==> config.mk <==
export PLATFORM = sky130hd
export DESIGN_NAME = tdma_lock_ctrl
export DESIGN_NICKNAME = d
export VERILOG_FILES = /design/src/rtl/tdma_lock_pkg.sv /design/src/rtl/tdma_slot_timer.sv /design/src/rtl/lock_word_mem.sv /design/src/rtl/tdma_lock_ctrl.sv
export SDC_FILE = /design/constraint.sdc
export NUM_CORES = 2
export LEC_CHECK = 0
export ABC_AREA = 1
export BUFFER_PORTS_ARGS = -buffer_cell sky130_fd_sc_hd__buf_2
export CORE_MARGIN = 2
export CORE_UTILIZATION = 55
export DETAILED_ROUTE_END_ITERATION = 8
export PLACE_DENSITY = 0.73
export SLEW_MARGIN = 40
export SYNTH_ARGS = -nofsm -noshare
export SYNTH_HDL_FRONTEND = slang
export SYNTH_HIERARCHICAL = 1
export SYNTH_SLANG_ARGS = --single-unit
==> constraint.sdc <==
create_clock -name clk -period 5.3 [get_ports clk]
set_input_delay 0.53 -clock clk [delete_from_list [all_inputs] [get_ports clk]]
set_output_delay 0.53 -clock clk [all_outputs]
set_load 0.1 [all_outputs]
==> src/rtl/tdma_lock_pkg.sv <==
package tdma_lock_pkg;
    typedef enum logic [1:0] {
        OP_READ     = 2'b00,
        OP_WRITE    = 2'b01,
        OP_SWAP     = 2'b10,
        OP_READ_ALT = 2'b11
    } op_e;
endpackage

==> src/rtl/tdma_slot_timer.sv <==
module tdma_slot_timer #(
    parameter int NCORE    = 4,
    parameter int SLOT_LEN = 5,
    localparam int OW = (NCORE > 1) ? $clog2(NCORE) : 1,
    localparam int PW = $clog2(SLOT_LEN)
) (
    input  logic          clk,
    input  logic          rst_n,
    output logic [OW-1:0] owner,
    output logic [PW-1:0] phase,
    output logic          slot_last
);
    localparam logic [PW-1:0] LAST_PH = PW'(SLOT_LEN - 1);
    localparam logic [OW-1:0] LAST_OW = OW'(NCORE - 1);

    typedef struct packed {
        logic [OW-1:0] owner;
        logic [PW-1:0] phase;
    } tmr_t;

    tmr_t st_d, st_q;

    always_comb begin
        st_d = st_q;
        if (st_q.phase == LAST_PH) begin
            st_d.phase = '0;
            st_d.owner = (st_q.owner == LAST_OW) ? '0 : st_q.owner + 1'b1;
        end else begin
            st_d.phase = st_q.phase + 1'b1;
        end
    end

    always_ff @(posedge clk) begin
        if (!rst_n) st_q <= '0;
        else        st_q <= st_d;
    end

    assign owner     = st_q.owner;
    assign phase     = st_q.phase;
    assign slot_last = (st_q.phase == LAST_PH);

    // Rotation advances by exactly one core at each slot boundary
    p_rotate_r1: assert property (@(posedge clk) disable iff (!rst_n)
        slot_last |=> (owner == (($past(owner) == LAST_OW) ? '0 : $past(owner) + 1'b1)));
    // Owner never changes inside a slot, so no slot is stretched or cut
    p_slot_fixed_r7: assert property (@(posedge clk) disable iff (!rst_n)
        !slot_last |=> ($stable(owner) && phase == $past(phase) + 1'b1));
endmodule

==> src/rtl/lock_word_mem.sv <==
module lock_word_mem #(
    parameter int DEPTH = 32,
    parameter int DW    = 32,
    localparam int AW = $clog2(DEPTH)
) (
    input  logic          clk,
    input  logic          rst_n,
    input  logic          rd_en,
    input  logic [AW-1:0] rd_addr,
    output logic [DW-1:0] rd_data,
    input  logic          wr_en,
    input  logic [AW-1:0] wr_addr,
    input  logic [DW-1:0] wr_data
);
    logic [DW-1:0] store_q [DEPTH];
    logic [DW-1:0] rd_data_q;

    always_ff @(posedge clk) begin
        if (!rst_n) begin
            for (int i = 0; i < DEPTH; i++) store_q[i] <= '0;
            rd_data_q <= '0;
        end else begin
            if (rd_en) rd_data_q <= store_q[rd_addr];
            if (wr_en) store_q[wr_addr] <= wr_data;
        end
    end

    assign rd_data = rd_data_q;

    // A written word holds the written value on the next cycle
    p_store_r5: assert property (@(posedge clk) disable iff (!rst_n)
        wr_en |=> (store_q[$past(wr_addr)] == $past(wr_data)));
endmodule

==> src/rtl/tdma_lock_ctrl.sv <==
module tdma_lock_ctrl
    import tdma_lock_pkg::*;
#(
    parameter int NCORE   = 4,
    parameter int BUS_LAT = 1,
    parameter int MEM_LAT = 4,
    parameter int DEPTH   = 32,
    parameter int DW      = 32,
    localparam int AW       = $clog2(DEPTH),
    localparam int SLOT_LEN = BUS_LAT + MEM_LAT,
    localparam int OW       = (NCORE > 1) ? $clog2(NCORE) : 1,
    localparam int PW       = $clog2(SLOT_LEN)
) (
    input  logic                clk,
    input  logic                rst_n,
    input  logic [NCORE-1:0]    req_valid,
    input  logic [2*NCORE-1:0]  req_op,
    input  logic [AW*NCORE-1:0] req_addr,
    input  logic [DW*NCORE-1:0] req_wdata,
    output logic [NCORE-1:0]    resp_valid,
    output logic [DW*NCORE-1:0] resp_rdata
);
    // Phase where the request is taken, the word is read, written back
    localparam logic [PW-1:0] PH_TAKE  = PW'(BUS_LAT - 1);
    localparam logic [PW-1:0] PH_READ  = PW'(BUS_LAT);
    localparam logic [PW-1:0] PH_WRITE = PW'(BUS_LAT + 1);
    localparam logic [PW-1:0] PH_LAST  = PW'(SLOT_LEN - 1);

    typedef struct packed {
        logic          active;
        logic [OW-1:0] core;
        op_e           op;
        logic [AW-1:0] addr;
        logic [DW-1:0] wdata;
    } xfer_t;

    xfer_t st_d, st_q;

    logic [OW-1:0] owner;
    logic [PW-1:0] phase;
    logic          slot_last;
    logic          rd_en, wr_en;
    logic [DW-1:0] rd_data, wr_data;

    tdma_slot_timer #(.NCORE(NCORE), .SLOT_LEN(SLOT_LEN)) i_timer (
        .clk(clk), .rst_n(rst_n),
        .owner(owner), .phase(phase), .slot_last(slot_last)
    );

    lock_word_mem #(.DEPTH(DEPTH), .DW(DW)) i_mem (
        .clk(clk), .rst_n(rst_n),
        .rd_en(rd_en), .rd_addr(st_q.addr), .rd_data(rd_data),
        .wr_en(wr_en), .wr_addr(st_q.addr), .wr_data(wr_data)
    );

    always_comb begin
        st_d = st_q;
        if (phase == PH_TAKE) begin
            st_d.active = req_valid[owner];
            st_d.core   = owner;
            st_d.op     = op_e'(req_op[owner*2 +: 2]);
            st_d.addr   = req_addr[owner*AW +: AW];
            st_d.wdata  = req_wdata[owner*DW +: DW];
        end else if (slot_last) begin
            st_d.active = 1'b0;
        end
    end

    always_ff @(posedge clk) begin
        if (!rst_n) st_q <= '0;
        else        st_q <= st_d;
    end

    // Memory phase: read first, then write back in the same slot
    always_comb begin
        rd_en   = st_q.active && (phase == PH_READ);
        wr_en   = 1'b0;
        wr_data = st_q.wdata;
        if (st_q.active && phase == PH_WRITE) begin
            if (st_q.op == OP_WRITE) begin
                wr_en = 1'b1;
            end else if (st_q.op == OP_SWAP) begin
                wr_en   = 1'b1;
                wr_data = {rd_data[DW-1:1], 1'b1};
            end
        end
    end

    for (genvar c = 0; c < NCORE; c++) begin : g_resp
        assign resp_valid[c] = st_q.active && (phase == PH_LAST) && (st_q.core == OW'(c));
        assign resp_rdata[c*DW +: DW] = resp_valid[c] ? rd_data : '0;
    end

    // Never two responses at once
    p_onehot_resp_r9: assert property (@(posedge clk) disable iff (!rst_n)
        $onehot0(resp_valid));
    // A response pulse lasts one cycle
    p_pulse_r9: assert property (@(posedge clk) disable iff (!rst_n)
        (resp_valid != '0) |=> (resp_valid == '0));
    // Only the slot owner is ever answered
    p_owner_only_r3: assert property (@(posedge clk) disable iff (!rst_n)
        (resp_valid != '0) |-> resp_valid[owner]);
    // Memory is only touched in the memory phase of an occupied slot
    p_mem_in_slot_r7: assert property (@(posedge clk) disable iff (!rst_n)
        (wr_en || rd_en) |-> (phase != PH_TAKE && phase != PH_LAST));
endmodule

==> summary.md <==
| Metric | Value |
|---|---|
| Status | completed |
| Tcrit/Tclk final | between 70 and 80% |
| Slew @ Worst Pin | between 800 and 900 ps |
| Mean Syn Cell Area | 9.06 um2 |
| Post-layout min period | roughly 4000 ps |
| R2R Setup Slk | around 1500 ps |
| Top_reg_cell synth | edfxtp_1 |
| HP Class | primary input to flip-flop |
| Share of layout cells above drive strength 1 | between 10% and 20% |
| Post_cts resized | 0 |
| Initial core utilization | between 50% and 60% |
| Worst EP arrival | 3430 ps |
| Setup CP Type | flip-flop to output pin |
| Clock Sinks | 1103 |
| Post-synth top area cell | edfxtp_1 |
| P&R area growth vs syn | 9.83% |
| CORE AREA | between 90000 and 100000 um2 |
| Final setup vio count | 0 |
| Initial antenna violation count | 2 |
| Initial DRC Count | 6078 |
| Leak pwr | between 20 and 25 nW |
| Top-area cell type share of the netlist area | slightly below 60% |
| Total power | 0.0214 W |
| Antenna Nets Post-Route | 0 |
| Total track usage | between 30% and 40% |
| Longest Clk Path Bufs | 3 |
| Largest net degree at the start of global routing | 228 |
| Cell variety after synth | 23 |
| Vias per cell | just under 6 |
| HPWL after DPL | about 96000 um |
| Top cells by count, synth | 1717 x nand2_1, 1162 x nor2_1, 1024 x edfxtp_1, 952 x nand3_1, 198 x clkbuf_1 |
| CTS tree | yes |
| Total CTS buffers | between 100 and 150 |
| CP max stage cell | nand3_2 |
| Vias | 42100 |
| Seq/Total Area, Yosys | approximately 62% |
| Max-slew violation count | 0 |
| Yosys reg bits | roughly 1100 |
| Worst-path fanout max | 33 |
| Crit end category | output pin |
| Synth area leaders | edfxtp_1 59%, nand2_1 12%, nand3_1 9.2% |
| Total wire length | 163000 um |
| DIE AREA | between 90000 and 100000 um2 |
| Relative slew margins | 40.0% |
| Setup TNS | 0 ps |
| Number of synthesis warnings | 6 |
| Area after DPL | roughly 54000 um2 |
| Vias in the first global route | a little under 40000 |
| Max IR drop VDD | between 0.0002 and 0.0003 V |
| Startpoint types | flip-flop |
| Util after Layout | 61.0% |
| Fmax | between 200 and 300 MHz |
| FFs w/ async S/R, synth | 0% |
| Die Ht | between 300 and 400 um |
| Max Cap Viol | 0 |
| Die width | between 300 and 400 um |
| Crit path cell chain | nand2_1, nor2_4, nand3_2, nor2_1, buf_2 |
| Setup bufs post-CTS | 0 |
| CP peak stage delay | 650 ps |
| Clk_skew | 46.4 ps |
| Clock transition at the registers of the reported paths | ~60 ps |
| Most frequent cell after synthesis | nand2_1 |
| Hold Vio Cnt, Final | 0 |
| RSZ-0062 raised after global routing | no |
| Initial DRT Pass Iterations | 8 |
| Placer congestion estimate | 0.898 |
| Root Buffer | clkbuf_16 |
| Post-Syn Instances | roughly 5700 |
| Synthesized cell area | ~52000 um2 |
| Final routed DRC violation total | 0 |
| Post-synth EDFFs | between 1000 and 1500 |
| Avg WL per Cell | 23.0 um |
| # hold bufs at CTS | 0 |
| Critical Path RT | about 4800 ps |
| IO buf count | approximately 300 |
| NumNets Final | about 6000 |
| Worst-skew pair later-pin latency | 700 ps |
| Htree depth | 3 |
| PwrDens | about 380 nW/um2 |
| Syn nets | a little under 6000 |
| Total gr overflow | 0 |
| Top Ports | 294 |
| Final Instance Area | roughly 57000 um2 |
| Std cell rows | about 110 |
| First-pass GRT wire length | around 240000 um |
## report_power, final
| group | total, W | internal (W) | switching (W) | leakage [nW] |
|---|---|---|---|---|
| clock | 0.00750 | 0.00423 | 0.00327 | 1.68 |
| combinational | 0.00387 | 0.000848 | 0.00303 | 9.78 |
| sequential | 0.0100 | 0.00982 | 0.000205 | 11.2 |
## critical path: cells and delay by family, from the launching register on
family                 cells  cell delay (ps)
DFF                        1              560
and+or+nand+nor            4             1660
buffers and inverters      1              520
## stage by stage
step / setup slack (ps) / instances / hold WS (ps)
after CTS: 1350 / 7110 / 176
after global routing: 1250 / 7111 / 213
after detailed placement: 1690 / 6912 / 494
after global placement: 1590 / 6912 / 481
after floorplan: 2400 / 5729 / 452
final: 1340 / 7113 / 196
## path summary, 6_finish.rpt
check	from	to	cells after the start
max	i_timer/phase[2]	resp_rdata[34]	5
min	req_wdata[75]	st_q[11]	5
min reg2reg	i_timer/phase[0]	i_timer/phase[0]	1
max reg2reg	st_q[37]	i_mem/store_q[27][18]	9
## routing by layer
layer / global-route usage (%) / part of all wire, % / up-vias
met5: 0 / 0.0049 / -
met4: 18.0 / 5.7 / 2
met3: 7.62 / 13 / 398
met2: 51.7 / 46 / 2910
met1: 42.9 / 36 / 19900
li1: - / - / 18900
## state kept, by name, indices dropped and copies added, names as in the netlist
register	count
i_mem/store_q	1024
st_q	42
i_mem/rd_data	32
i_timer/phase	3
i_timer/owner	2
## placed cells by master, fill, tap and decap left out, drive strengths merged, types with 50 or more instances in the layout
| master | instances |
|---|---|
| nand2 | 1718 |
| nor2 | 1163 |
| edfxtp | 1024 |
| nand3 | 956 |
| buf | 413 |
| inv | 173 |
| clkbuf | 142 |
| dfxtp | 79 |
| a21oi | 75 |
| clkinv | 50 |
## layout make-up
class	instances	area, um2
fill	7670	36500
sequential	1103	32300
multi-input combinational	3967	16400
clock buffer	142	2940
timing repair buffer	413	2540
tap	1254	1570
inverter	176	732
clock inverter	56	473
antenna	2	5.00
## kinds of logic after synthesis
family,Yosys count,share of synthesized area (%)
DFF,1103,62.3
AOI/OAI and AO/OA,109,1.05
adders and majority gates,6,0.145
buffers and inverters,659,6.17
and+or+nand+nor,3852,30.3
Note: power is estimated with default switching activity, not from simulation.
